===== config.mk =====
export PLATFORM = sky130hd
export DESIGN_NAME = sprite_xor_blitter
export DESIGN_NICKNAME = d
export VERILOG_FILES = /design/src/rtl/sprite_blit_pkg.sv /design/src/rtl/blit_addr_gen.sv /design/src/rtl/blit_pixel_merge.sv /design/src/rtl/blit_seq.sv /design/src/rtl/sprite_xor_blitter.sv
export SDC_FILE = /design/constraint.sdc
export NUM_CORES = 1
export LEC_CHECK = 0
export BUFFER_PORTS_ARGS = -buffer_cell sky130_fd_sc_hd__buf_4
export CAP_MARGIN = 20
export CORE_UTILIZATION = 52
export DETAILED_ROUTE_END_ITERATION = 10
export PLACE_DENSITY_LB_ADDON = 0.15
export SETUP_SLACK_MARGIN = 0.02
export SLEW_MARGIN = 30
export SYNTH_ARGS = -nofsm -noshare
export SYNTH_HDL_FRONTEND = slang
export SYNTH_SLANG_ARGS = --single-unit

===== constraint.sdc =====
create_clock -name clk -period 5.7 [get_ports clk]
set_input_delay 1.71 -clock clk [delete_from_list [all_inputs] [get_ports clk]]
set_output_delay 1.71 -clock clk [all_outputs]
set_load 0.005 [all_outputs]

===== src/rtl/sprite_blit_pkg.sv =====
// Shared types and constants of the sprite blitter.
// Assumes a sprite row is always one byte wide.
package sprite_blit_pkg;

    // Sequencer states of one draw.
    typedef enum logic [2:0] {
        ST_IDLE  = 3'd0,
        ST_FETCH = 3'd1,
        ST_WAIT  = 3'd2,
        ST_DRAW  = 3'd3,
        ST_DONE  = 3'd4
    } blit_state_e;

    // Pixels packed in one sprite byte.
    localparam int PIX_PER_ROW  = 8;
    // Cycles spent per row besides drawing: request and data capture.
    localparam int ROW_OVERHEAD = 2;

endpackage


===== src/rtl/blit_addr_gen.sv =====
// Pixel address generator.
// Turns the sprite origin plus the current row and column offset into a
// framebuffer address. The column wraps modulo COLS and the row modulo ROWS,
// each on its own, so a sprite crossing an edge reappears on the far side.
// Assumes a row-major framebuffer: address = row * COLS + col.
module blit_addr_gen #(
    parameter int COLS     = 64,
    parameter int ROWS     = 32,
    parameter int COORD_W  = 8,
    parameter int HEIGHT_W = 4,
    parameter int BIT_W    = 3,
    parameter int FB_AW    = $clog2(COLS * ROWS)
) (
    input  logic [COORD_W-1:0]  org_x,
    input  logic [COORD_W-1:0]  org_y,
    input  logic [HEIGHT_W-1:0] row_idx,
    input  logic [BIT_W-1:0]    bit_idx,
    output logic [FB_AW-1:0]    pix_addr
);

    localparam int SUM_W = ((COORD_W > HEIGHT_W) ? COORD_W : HEIGHT_W) + 1;
    localparam int COL_W = (COLS > 1) ? $clog2(COLS) : 1;
    localparam int ROW_W = (ROWS > 1) ? $clog2(ROWS) : 1;

    logic [COL_W-1:0] col;
    logic [ROW_W-1:0] row;

    // Wrapped column and row of the current pixel.
    always_comb begin
        col = COL_W'((SUM_W'(org_x) + SUM_W'(bit_idx)) % SUM_W'(COLS));
        row = ROW_W'((SUM_W'(org_y) + SUM_W'(row_idx)) % SUM_W'(ROWS));
    end

    // Row-major linear address.
    always_comb begin
        pix_addr = FB_AW'(row) * FB_AW'(COLS) + FB_AW'(col);
    end

endmodule


===== src/rtl/blit_pixel_merge.sv =====
// Pixel merge and erase detector.
// Produces the new pixel value (old XOR sprite bit) and accumulates the
// erase flag over a draw: a lit pixel hit by a lit sprite bit sets it.
// Assumes clr and draw_en are never high in the same cycle.
module blit_pixel_merge (
    input  logic clk,
    input  logic rst_n,
    input  logic clr,
    input  logic draw_en,
    input  logic sprite_bit,
    input  logic old_bit,
    output logic new_bit,
    output logic erased
);

    // New pixel value written back to the framebuffer.
    always_comb begin
        new_bit = old_bit ^ sprite_bit;
    end

    // Erase flag: cleared by an accepted start, set on any 1 -> 0 pixel.
    always_ff @(posedge clk) begin
        if (!rst_n) begin
            erased <= 1'b0;
        end else if (clr) begin
            erased <= 1'b0;
        end else if (draw_en && sprite_bit && old_bit) begin
            erased <= 1'b1;
        end
    end

    // outside drawing and without a new start the flag must not move.
    p_flag_hold_r5: assert property (@(posedge clk) disable iff (!rst_n)
        (!draw_en && !clr) |=> $stable(erased));

    // an accepted start leaves the flag cleared.
    p_flag_clear_r5: assert property (@(posedge clk) disable iff (!rst_n)
        clr |=> !erased);

endmodule


===== src/rtl/blit_seq.sv =====
// Draw sequencer.
// Latches the draw parameters on an accepted start, then for each row issues
// one memory read, captures the returned byte the next cycle and walks its
// eight pixels MSB first, one per cycle. Ends with a one-cycle DONE state.
// Assumes memory data is valid exactly one cycle after the read request.
module blit_seq
    import sprite_blit_pkg::*;
#(
    parameter int ADDR_W   = 12,
    parameter int COORD_W  = 8,
    parameter int HEIGHT_W = 4,
    parameter int BIT_W    = $clog2(PIX_PER_ROW)
) (
    input  logic                clk,
    input  logic                rst_n,
    input  logic                start,
    input  logic [ADDR_W-1:0]   spr_base,
    input  logic [COORD_W-1:0]  pos_x,
    input  logic [COORD_W-1:0]  pos_y,
    input  logic [HEIGHT_W-1:0] spr_rows,
    input  logic [7:0]          mem_rdata,
    output logic                accept,
    output logic                busy,
    output logic                done,
    output logic                mem_rd,
    output logic [ADDR_W-1:0]   mem_addr,
    output logic                draw_en,
    output logic                sprite_bit,
    output logic [COORD_W-1:0]  org_x,
    output logic [COORD_W-1:0]  org_y,
    output logic [HEIGHT_W-1:0] row_idx,
    output logic [BIT_W-1:0]    bit_idx
);

    localparam logic [BIT_W-1:0] LAST_BIT = BIT_W'(PIX_PER_ROW - 1);

    blit_state_e               state;
    logic [ADDR_W-1:0]         base_q;
    logic [HEIGHT_W-1:0]       rows_q;
    logic [PIX_PER_ROW-1:0]    row_sh;
    logic                      last_row;

    // Start is taken only when no draw is running.
    always_comb begin
        accept = start && (state == ST_IDLE || state == ST_DONE);
    end

    // State-derived strobes towards memory, framebuffer and caller.
    always_comb begin
        busy       = (state == ST_FETCH) || (state == ST_WAIT) || (state == ST_DRAW);
        done       = (state == ST_DONE);
        mem_rd     = (state == ST_FETCH);
        draw_en    = (state == ST_DRAW);
        sprite_bit = row_sh[PIX_PER_ROW-1];
        mem_addr   = base_q + ADDR_W'(row_idx);
        last_row   = ({1'b0, row_idx} + 1'b1) == {1'b0, rows_q};
    end

    // Main sequencing of rows and pixels.
    always_ff @(posedge clk) begin
        if (!rst_n) begin
            state   <= ST_IDLE;
            base_q  <= '0;
            rows_q  <= '0;
            org_x   <= '0;
            org_y   <= '0;
            row_idx <= '0;
            bit_idx <= '0;
            row_sh  <= '0;
        end else begin
            case (state)
                ST_IDLE, ST_DONE: begin
                    if (accept) begin
                        base_q  <= spr_base;
                        rows_q  <= spr_rows;
                        org_x   <= pos_x;
                        org_y   <= pos_y;
                        row_idx <= '0;
                        bit_idx <= '0;
                        state   <= (spr_rows == '0) ? ST_DONE : ST_FETCH;
                    end else begin
                        state <= ST_IDLE;
                    end
                end
                ST_FETCH: begin
                    state <= ST_WAIT;
                end
                ST_WAIT: begin
                    row_sh  <= mem_rdata;
                    bit_idx <= '0;
                    state   <= ST_DRAW;
                end
                ST_DRAW: begin
                    row_sh <= {row_sh[PIX_PER_ROW-2:0], 1'b0};
                    if (bit_idx == LAST_BIT) begin
                        bit_idx <= '0;
                        if (last_row) begin
                            state <= ST_DONE;
                        end else begin
                            row_idx <= row_idx + 1'b1;
                            state   <= ST_FETCH;
                        end
                    end else begin
                        bit_idx <= bit_idx + 1'b1;
                    end
                end
                default: begin
                    state <= ST_IDLE;
                end
            endcase
        end
    end

    // a start during a running draw must not alter the latched parameters.
    p_start_ignored_r9: assert property (@(posedge clk) disable iff (!rst_n)
        (busy && start) |=> ($stable(base_q) && $stable(rows_q)
                             && $stable(org_x) && $stable(org_y)));

    // completion is a single-cycle pulse unless a new empty draw follows.
    p_done_pulse_r8: assert property (@(posedge clk) disable iff (!rst_n)
        (done && !start) |=> !done);

    // the fetch of each further row targets the next consecutive address.
    p_next_row_addr_r2: assert property (@(posedge clk) disable iff (!rst_n)
        (mem_rd && $past(draw_en)) |-> (mem_addr == $past(mem_addr) + 1'b1));

endmodule


===== src/rtl/sprite_xor_blitter.sv =====
// Top of the XOR sprite blitter.
// Joins the sequencer, the pixel address generator and the pixel merge.
// Assumes the framebuffer port returns the bit at fb_addr in the same cycle
// and writes fb_wdata at the next edge when fb_wr is high.
module sprite_xor_blitter
    import sprite_blit_pkg::*;
#(
    parameter int ADDR_W   = 12,
    parameter int COORD_W  = 8,
    parameter int HEIGHT_W = 4,
    parameter int COLS     = 64,
    parameter int ROWS     = 32,
    parameter int FB_AW    = $clog2(COLS * ROWS)
) (
    input  logic                clk,
    input  logic                rst_n,
    input  logic                start,
    input  logic [ADDR_W-1:0]   spr_base,
    input  logic [COORD_W-1:0]  pos_x,
    input  logic [COORD_W-1:0]  pos_y,
    input  logic [HEIGHT_W-1:0] spr_rows,
    output logic                busy,
    output logic                done,
    output logic                collide,
    output logic                mem_rd,
    output logic [ADDR_W-1:0]   mem_addr,
    input  logic [7:0]          mem_rdata,
    output logic [FB_AW-1:0]    fb_addr,
    input  logic                fb_rdata,
    output logic                fb_wr,
    output logic                fb_wdata
);

    localparam int BIT_W = $clog2(PIX_PER_ROW);

    logic                accept;
    logic                draw_en;
    logic                sprite_bit;
    logic [COORD_W-1:0]  org_x;
    logic [COORD_W-1:0]  org_y;
    logic [HEIGHT_W-1:0] row_idx;
    logic [BIT_W-1:0]    bit_idx;

    blit_seq #(
        .ADDR_W   (ADDR_W),
        .COORD_W  (COORD_W),
        .HEIGHT_W (HEIGHT_W),
        .BIT_W    (BIT_W)
    ) seq_i (
        .clk        (clk),
        .rst_n      (rst_n),
        .start      (start),
        .spr_base   (spr_base),
        .pos_x      (pos_x),
        .pos_y      (pos_y),
        .spr_rows   (spr_rows),
        .mem_rdata  (mem_rdata),
        .accept     (accept),
        .busy       (busy),
        .done       (done),
        .mem_rd     (mem_rd),
        .mem_addr   (mem_addr),
        .draw_en    (draw_en),
        .sprite_bit (sprite_bit),
        .org_x      (org_x),
        .org_y      (org_y),
        .row_idx    (row_idx),
        .bit_idx    (bit_idx)
    );

    blit_addr_gen #(
        .COLS     (COLS),
        .ROWS     (ROWS),
        .COORD_W  (COORD_W),
        .HEIGHT_W (HEIGHT_W),
        .BIT_W    (BIT_W),
        .FB_AW    (FB_AW)
    ) addr_i (
        .org_x    (org_x),
        .org_y    (org_y),
        .row_idx  (row_idx),
        .bit_idx  (bit_idx),
        .pix_addr (fb_addr)
    );

    blit_pixel_merge merge_i (
        .clk        (clk),
        .rst_n      (rst_n),
        .clr        (accept),
        .draw_en    (draw_en),
        .sprite_bit (sprite_bit),
        .old_bit    (fb_rdata),
        .new_bit    (fb_wdata),
        .erased     (collide)
    );

    // Every drawing cycle writes its pixel back.
    always_comb begin
        fb_wr = draw_en;
    end

    // framebuffer writes happen only inside a running draw.
    p_write_in_draw_r4: assert property (@(posedge clk) disable iff (!rst_n)
        fb_wr |-> busy);

    // an accepted empty draw completes on the next cycle.
    p_empty_draw_r7: assert property (@(posedge clk) disable iff (!rst_n)
        (start && !busy && spr_rows == '0) |=> (done && !busy));

    // no memory read is ever issued outside a running draw.
    p_read_in_draw_r7: assert property (@(posedge clk) disable iff (!rst_n)
        mem_rd |-> busy);

endmodule


==> Word level (Yosys, flattened, before mapping) <==
Cells that the tools add are included.
W data, S select, Z words.
{ "word_totals": {"output_inout_bits": 29, "latch_bits": 0, "ram_bits": 0, "register_bits": 46, "mem_bits_ro": 0, "n_memories": 0} }
{ "classes": {"n_mul": 0, "reduce_logical": 16, "div": 0, "n_mux": 13, "magnitude_cmp": 0, "shift": 0, "eq_ne": 9, "add_sub_neg": 7, "bitwise": 2} }
{ "op_table": {"columns": ["cell", "n"], "rows": [
  ["$mux W3", 6],
  ["$pmux W8 S2", 1],
  ["$add A12 B4 Y12", 1],
  ["$mux W4", 3],
  ["$pmux W3 S4", 1],
  ["$add A11 B6 Y11", 1],
  ["$pmux W3 S3", 1],
  ["$pmux W4 S2", 1],
  ["$add A6 B3 Y6", 1],
  ["$eq A3 B2 Y1 const B", 2],
  ["$eq A3 B3 Y1 const B", 2],
  ["$ne A2 B2 Y1 const B", 3],
  ["$add A4 B1 Y5 const B", 1],
  ["$add A5 B4 Y5", 1],
  ["$eq A5 B4 Y1", 1],
  ["$add A4 B1 Y4 const B", 1],
  ["$logic_not A4 Y1", 1],
  ["$reduce_and A2 Y1", 2],
  ["$reduce_and A4 Y1", 1],
  ["$reduce_bool A2 Y1", 2],
  ["$reduce_or A2 Y1", 2],
  ["$add A3 B1 Y3 const B", 1],
  ["$eq A3 B1 Y1 const B", 1],
  ["$logic_and A1 B1 Y1", 3],
  ["5 further kinds", 7]
]} }

==> Depth between registers and ports, before layout <==
Gate-level depths: netlist of the first run.
{ "logic_depth": {"word_depth": 5, "depth_mapped": 8, "depth_no_buf": 7} }

==> Modules after synthesis <==
Synthesis of the first run repeated with hierarchy kept, for this count alone.
{ "unflattened": {"hier_cells": 319, "hier_area_um2": 2790.2} }
{ "modules_own_cells": {"columns": ["mod", "seq_area_each_um2", "area_each_um2", "cells_per_inst", "n_inst"], "rows": [
  ["blit_seq", 1001.0, 2458.6, 282, 1],
  ["blit_addr_gen", 0.0, 284.0, 33, 1],
  ["blit_pixel_merge", 20.0, 47.5, 4, 1]
]} }

==> Worst setup path after synthesis of the first run <==
No wires, ideal clock.
{ "synth_timing": {"path_kind": "input-to-output", "startpoint": "input port fb_rdata", "endpoint": "output port fb_wdata", "cell_stages": 1, "path_buffers": 0, "slack_ns": 2.128, "arrival_time_ns": 1.862, "t_required_ns": 3.990, "cell_sequence": "xor2_1"} }
{ "synth_between": {"elab_chain_cells": 1} }
{ "synth_rtl": {"columns": ["item", "line_no", "text"], "rows": [
  ["from (decl)", "sprite_xor_blitter.sv:29", "input logic fb_rdata,"],
  ["$xor A1 B1 Y1", "blit_pixel_merge.sv:18", "new_bit = old_bit ^ sprite_bit;"],
  ["to (decl)", "sprite_xor_blitter.sv:31", "output logic fb_wdata"]
]} }
Every way passes these cells.

==> Final worst setup path of the first run <==
{ "layout_timing": {"startpoint": "register seq_i.row_idx[0]", "endpoint": "output port mem_addr[10]"} }
{ "layout_between": {"elab_chain_cells": 1} }
{ "layout_rtl": {"columns": ["item", "line_no", "text"], "rows": [
  ["from (decl)", "blit_seq.sv:31", "output logic [HEIGHT_W-1:0] row_idx,"],
  ["from (signal assigned)", "blit_seq.sv:100", "row_idx <= row_idx + 1'b1;"],
  ["$add A12 B4 Y12", "blit_seq.sv:55", "mem_addr = base_q + ADDR_W'(row_idx);"],
  ["to (decl)", "sprite_xor_blitter.sv:26", "output logic [ADDR_W-1:0] mem_addr,"]
]} }
Every way passes these cells.

==> results of run 1 <==
cells in the final DEF (no fill, tap or decap), drive strengths merged, types with 2 or more instances in the layout:
cell,instances
a31oi,4
xnor2,13
nor4,2
nor3b,3
a21o,7
nor2,15
a211oi,7
nand3,8
ha,14
o21a,3
nor4b,2
clkinv,2
inv,9
mux2i,7
nand2,63
a21oi,35
and3,2
buf,69
xor2,11
dfxtp,46
nor2b,3
fa,3
o2111ai,2
nand2b,3
clkbuf,6
and2,2
nor3,2
through the flow:
stage                     util [%]  power, uW  instances
after floorplan                  -        464        295
after global placement        67.0        523        401
after detailed placement      67.1        528        401
after CTS                     68.9        722        407
after global routing          68.9        752        407
final                         68.9        714        407
flip-flops by register name, indices dropped and copies added (netlist names):
register        cells
seq_i.base_q       12
seq_i.row_sh        8
seq_i.org_x         6
seq_i.org_y         5
seq_i.row_idx       4
seq_i.rows_q        4
seq_i.bit_idx       3
seq_i.state         3
merge_i.erased      1
logic make-up after synthesis:
family | count (synthesis)
adders and majority gates | 17
and+or+nand+nor | 109
muxes | 7
DFF | 46
buffers and inverters | 26
AOI/OAI and AO/OA | 66
xor gates and xnor gates | 24
worst reg2reg max path: stages (launching register included):
cell and delay [ps]:
dfxtp_1 500, ha_1 330, xnor2_1 160, nand3_1 130, nor3_2 460, a22oi_1 220, a2111oi_2 230
report_power, final:
| group | switching (uW) | total [uW] | internal (uW) |
|---|---|---|---|
| registers | 23.4 | 369 | 345 |
| logic | 73.4 | 149 | 75.8 |
| clock network | 103 | 196 | 93.6 |
| total | 199 | 714 | 515 |
how the worst min path moves through the flow:
stage	endpoint	slack (ps)	depth (start not counted)
after global placement	seq_i.row_sh[0]	440	2
after CTS	seq_i.row_sh[0]	460	2
after floorplan	seq_i.row_sh[0]	430	2
after detailed placement	seq_i.row_sh[0]	450	2
final	seq_i.row_sh[0]	460	2
after global routing	seq_i.row_sh[0]	490	2
per-layer routing:
metal	part of all wire (%)	vias to the layer above	track usage (%)	wire (um)
met2	47	39	36.1	2370
met4	0.86	0	4.89	43
met1	48	971	27.9	2370
met3	4.1	6	4.70	205
li1	-	1131	-	-
met5	0	-	0	0
cell type report:
cell class	instances	area, sq um	share of cell area, %
clock buffers	6	82.6	2.69
flip-flops and latches	46	921	30.1
inverters	11	42.5	1.39
multi-input cells	223	1440	46.8
repair buffers	69	518	16.9
well taps	52	65.1	2.12
==> flow_metrics.env, run 1 <==
export IMPL_status="complete, but fails checks"
export IMPL_failed_checks="design-rule violations"
export IMPL_clk_pin_slew_ps=80
export IMPL_crit_path_end="mem_addr[10]"
export IMPL_dr_pass1_iters=7
export IMPL_setup_worst_path_start_class="flip-flop"
export IMPL_finalMaxSlewViolations=0
export IMPL_final_hold_viol_count=0
export IMPL_dp_hpwl_um=3610
export IMPL_io_buffers=67
export IMPL_dp_slack_ps=1890
export IMPL_postCtsHoldBufs=0
export IMPL_cp_arrival_ps=2240
export IMPL_synth_nets=356
export IMPL_regToRegStartpoint="seq_i.row_idx[1]"
export IMPL_cts_max_path_buffers=2
export IMPL_clk_latency_ps=300
export IMPL_synth_edf_count=0
export IMPL_period_share_pct=69.3
export IMPL_layout_drive_gt1_share_pct=23.1
export IMPL_reg2reg_depth=6
export IMPL_syn_area_per_cell_sq_um=8.34
export IMPL_critPathTopFamily="adder cells"
export IMPL_layout_nets=417
export IMPL_avgViaCountPerCell=5.28
export IMPL_r2r_end="seq_i.state[2]"
export IMPL_synthAdderAreaFrac_pct=9.56
export IMPL_syn_cell_area_sq_um=2460
export IMPL_synth_seq_cells=46
export IMPL_regToRegSetupSlack_ps=3580
export IMPL_cts_resized=0
export IMPL_crit_required_ps=3990
export IMPL_synth_compound_area_share_pct=16.8
export IMPL_area_growth_pct=24.6
export IMPL_relSlewSlack_pct=46.8
export IMPL_numCtsBuffers=5
export IMPL_synthTopCellsByArea="dfxtp_1, nand2_1, a21oi_1"
export IMPL_die_y_um=70.8
export IMPL_period_minus_slack_ps=3950
export IMPL_grt_max_degree=35
export IMPL_cts_num_sinks=46
export IMPL_dr_first_iter_drc_count=122
export IMPL_routedWlPerCell_um=12.3
export IMPL_rsz0062_at_grt="no"
export IMPL_async_flop_share_pct=0
export IMPL_ys_seq_area_share_pct=37.4
export IMPL_synth_top_family_by_area="simple AND/OR/NAND/NOR gates"
export IMPL_fin_area_sq_um=3060
export IMPL_initial_core_util_pct=55.3
export IMPL_die_width_um=70.8
export IMPL_path_class="flip-flop to primary output"
export IMPL_fmax_ghz=0.253
export IMPL_synthCells=295
export IMPL_setup_tns_ps=0
export IMPL_ys_warn_count=0
export IMPL_synthDistinctLibCells=45
export IMPL_grt_pass1_wl_um=8630
export IMPL_place_congestion=0.769
export IMPL_core_area_sq_um=4440
export IMPL_setup_violations=0
export IMPL_path_depth=7
export IMPL_end_kind="primary output"
export IMPL_ys_flop_type="dfxtp_1"
export IMPL_timing_hold_ws_ps=456
export IMPL_path_buf_inv=1
export IMPL_synthTopCellsByCount="nand2_1, dfxtp_1, a21oi_1, nor2_1, ha_1"
export IMPL_fin_ws_ps=1750
export IMPL_post_synth_top_area_fraction_pct=37.4
export IMPL_slowest_delay_ps=410
export IMPL_cts_setup_buffers=0
export IMPL_crit_chain="ha_1 > fa_1 > a21o_1 > a21oi_1 > nor2_1 > xor2_1 > buf_4"
export IMPL_place_area_sq_um=2980
export IMPL_powerDensity_nw_per_um2=233
export IMPL_antenna_found_initial=0
export IMPL_cp_max_fo=7
export IMPL_antenna_cells=0
export IMPL_critPathLaunch="seq_i.row_idx[0]"
export IMPL_root_buffer="clkbuf_8"
export IMPL_yosys_area_share_simple_pct=20.4
export IMPL_num_rows=24
export IMPL_grt_ovfl_total=0
export IMPL_worst_pin_slew_ps=797
export IMPL_grt_usage_pct=21.3
export IMPL_synthXorXnorAreaFrac_pct=8.55
export IMPL_crit_path_top_delay_cell="fa_1"
export IMPL_hp_class="flip-flop to flip-flop"
export IMPL_fin_skew_ps=3.50
export IMPL_drcViolationCount=12
export IMPL_maxCapViolCount=0
export IMPL_vias=2147
export IMPL_leakage_uw=0.00142
export IMPL_synth_mux_area_share_pct=2.85
export IMPL_yosysMostFrequentCell="nand2_1"
export IMPL_pin_count=73
export IMPL_dieArea_sq_um=5010
export IMPL_peakVddDrop_mv=0.192
export IMPL_hp_start="seq_i.row_sh[0]"
export IMPL_grt_pass1_vias=1943
export IMPL_ant_nets=0
export IMPL_htreeDepth=2
export IMPL_cts_tree="built"
export IMPL_drt_wl_total_um=4990
export IMPL_yosysTopAreaCell="dfxtp_1"
export IMPL_nFillCells=405
(Power assumes the default switching activity.)
==> run 2, diff against run 1 <==
--- a/config.mk
+++ b/config.mk
@@ -5,9 +5,10 @@
 export SDC_FILE = /design/constraint.sdc
 export NUM_CORES = 1
 export LEC_CHECK = 0
+export ABC_AREA = 1
 export BUFFER_PORTS_ARGS = -buffer_cell sky130_fd_sc_hd__buf_4
 export CAP_MARGIN = 20
-export CORE_UTILIZATION = 52
+export CORE_UTILIZATION = 51
 export DETAILED_ROUTE_END_ITERATION = 10
 export PLACE_DENSITY_LB_ADDON = 0.15
 export SETUP_SLACK_MARGIN = 0.02
==> constraint.sdc (replaced) <==
create_clock -name clk -period 4 [get_ports clk]
set_input_delay 1.2 -clock clk [delete_from_list [all_inputs] [get_ports clk]]
set_output_delay 1.2 -clock clk [all_outputs]
set_load 0.005 [all_outputs]
==> flow_metrics.env, run 2 <==
export IMPL_rsz0062_at_grt="no"
export IMPL_antenna_found_initial=0
export IMPL_powerDensity_nw_per_um2=460
export IMPL_seqPwrFrac_pct=41.9
export IMPL_dp_slack_ps=956
export IMPL_avgViaCountPerCell=5.10
export IMPL_wl_met2_um=2720
export IMPL_crit_chain="ha_1 > fa_1 > a31oi_1 > nor3_1 > nand2_1 > xor2_1 > buf_4"
export IMPL_pwr_share_comb_pct=37.5
export IMPL_fmax_ghz=0.297
export IMPL_timing_hold_ws_ps=471
export IMPL_clk_pin_slew_ps=90
export IMPL_relSlewSlack_pct=65.5
export IMPL_place_congestion=0.841
export IMPL_status="complete, no violations"
export IMPL_numCtsBuffers=5
export IMPL_synth_compound_area_share_pct=13.5
export IMPL_synth_nets=396
export IMPL_end_kind="primary output"
export IMPL_crit_required_ps=2800
export IMPL_postCtsHoldBufs=0
export IMPL_highest_layer="met4"
export IMPL_cts_num_sinks=46
export IMPL_synthDistinctLibCells=29
export IMPL_ant_nets=0
export IMPL_ys_flop_type="dfxtp_1"
export IMPL_async_flop_share_pct=0
export IMPL_multi_input_area_sq_um=1370
export IMPL_switching_share_pct=35.2
export IMPL_p_total_uw=1420
export IMPL_mostFrequentLayoutCells="nand2_1, buf_4, nor2_1"
export IMPL_cts_tree="built"
export IMPL_yosys_area_share_simple_pct=26.2
export IMPL_wl_met3_um=222
export IMPL_path_buf_inv=1
export IMPL_critPathTopFamily="flip-flops"
export IMPL_grt_ovfl_total=0
export IMPL_crit_path_top_delay_cell="dfxtp_1"
export IMPL_pin_count=73
export IMPL_antenna_cells=0
export IMPL_grt_pass1_vias=2102
export IMPL_clkPwrFrac_pct=20.6
export IMPL_yosysTopAreaCell="dfxtp_1"
export IMPL_die_width_um=71.5
export IMPL_ff_latch_area_sq_um=921
export IMPL_synth_mux_area_share_pct=0
export IMPL_routedWlPerCell_um=11.8
export IMPL_dr_pass1_iters=4
export IMPL_dieArea_sq_um=5110
export IMPL_io_buffers=67
export IMPL_initial_core_util_pct=54.7
export IMPL_synthXorXnorAreaFrac_pct=6.40
export IMPL_fin_skew_ps=10.7
export IMPL_syn_area_per_cell_sq_um=7.35
export IMPL_clk_latency_ps=300
export IMPL_finalMaxSlewViolations=0
export IMPL_synthTopCellsByArea="dfxtp_1, nand2_1, nor2_1"
export IMPL_synth_top_family_by_area="simple AND/OR/NAND/NOR gates"
export IMPL_synthTopCellsByCount="nand2_1, nor2_1, dfxtp_1, o21ai_0, inv_1"
export IMPL_worst_pin_slew_ps=516
export IMPL_dr_first_iter_drc_count=63
export IMPL_drt_wl_total_um=5370
export IMPL_layout_drive_gt1_share_pct=22.7
export IMPL_fin_ws_ps=628
export IMPL_ys_seq_area_share_pct=37.4
export IMPL_cp_max_fo=8
export IMPL_cts_max_path_buffers=2
export IMPL_final_hold_viol_count=0
export IMPL_met1_length_um=2360
export IMPL_top_register="seq_i.base_q"
export IMPL_setup_tns_ps=0
export IMPL_die_y_um=71.5
export IMPL_period_minus_slack_ps=3370
export IMPL_synth_edf_count=0
export IMPL_placed_cells=445
export IMPL_grt_usage_pct=22.8
export IMPL_leakage_uw=0.00147
export IMPL_num_rows=24
export IMPL_peakVddDrop_mv=0.245
export IMPL_layout_nets=461
export IMPL_post_synth_top_area_fraction_pct=37.4
export IMPL_setup_violations=0
export IMPL_maxCapViolCount=0
export IMPL_cp_arrival_ps=2170
export IMPL_area_growth_pct=25.2
export IMPL_dp_hpwl_um=3970
export IMPL_grt_max_degree=35
export IMPL_largest_reg_flops=12
export IMPL_period_share_pct=84.3
export IMPL_reg_top3="seq_i.base_q x12, seq_i.row_sh x8, seq_i.org_x x6"
export IMPL_core_area_sq_um=4500
export IMPL_root_buffer="clkbuf_8"
export IMPL_synth_seq_cells=46
export IMPL_htreeDepth=2
export IMPL_setup_worst_path_start_class="flip-flop"
export IMPL_ys_warn_count=0
export IMPL_path_class="flip-flop to primary output"
export IMPL_stdcell_count=453
export IMPL_nFillCells=429
export IMPL_cts_setup_buffers=0
export IMPL_grt_pass1_wl_um=9190
export IMPL_yosysMostFrequentCell="nand2_1"
export IMPL_hp_class="flip-flop to flip-flop"
export IMPL_synthCells=335
export IMPL_vias=2312
export IMPL_syn_cell_area_sq_um=2460
export IMPL_drcViolationCount=0
export IMPL_p_sw_uw=500
export IMPL_slowest_delay_ps=490
export IMPL_synthAdderAreaFrac_pct=9.55
export IMPL_p_int_uw=920
export IMPL_cts_resized=0
==> run 2: cell types whose count changed after synthesis, moves of 5 or more <==
cell,previous run,this run
mux2i_1,7,0
inv_1,9,28
nand2_1,61,68
a21o_1,7,0
a21oi_1,35,22
a211oi_1,7,0
xnor2_1,13,4
o21ai_0,1,29
a31oi_1,4,9
nor2_1,15,51
==> run 2: metal layers <==
| layer | up-vias | global-route usage [%] |
|---|---|---|
| li1 | 1207 | - |
| met1 | 1050 | 27.3 |
| met2 | 50 | 41.0 |
| met3 | 5 | 3.94 |
| met4 | 0 | 8.50 |
| met5 | - | 0 |
==> run 2: area by class of cell <==
class / instances / area share (%)
Clock buffer: 7 / 2.80
Clock inverter: 1 / 0.162
Inverter: 33 / 4.10
Multi-Input combinational cell: 246 / 44.4
Sequential cell: 46 / 29.9
Tap cell: 52 / 2.11
Timing Repair Buffer: 68 / 16.6
==> run 2: through the flow <==
step / instance area [sq um] / utilization, %
2_1_floorplan: 2460 / -
3_3_place_gp: 2990 / 66.4
3_5_place_dp: 2990 / 66.4
4_1_cts: 3080 / 68.4
5_1_grt: 3080 / 68.4
6_report: 3080 / 68.4
==> run 2: cells by family (layout without fill, tap and decap cells) <==
family | count (synthesis) | after routing
and+or+nand+nor | 148 | 148
AOI/OAI and AO/OA | 63 | 63
DFF | 46 | 46
buffers and inverters | 43 | 109
xor gates and xnor gates | 18 | 18
adders and majority gates | 17 | 17
==> run 2: tightest hold or removal path, cell delays in order, from the launching register on <==
cell,delay [ps]
dfxtp_1,320
inv_1,60
a21oi_1,50
==> run 2: power by group through the flow <==
stage	Combinational [uW]	Clock, uW	Sequential [uW]
final	532	292	595
after floorplan	339	0	590
after global placement	523	0	603
after detailed placement	537	0	606
after global routing	606	319	606
after CTS	540	302	595
==> run 2: final timing paths <==
check | start | end | slack, ps | cells past startpoint
setup reg to reg | seq_i.row_idx[0] | seq_i.row_idx[2] | 2280 | 14
hold / removal | seq_i.rows_q[3] | seq_i.rows_q[3] | 470 | 2
setup / recovery | seq_i.row_idx[0] | mem_addr[10] | 630 | 7
hold reg to reg | seq_i.rows_q[3] | seq_i.rows_q[3] | 470 | 2
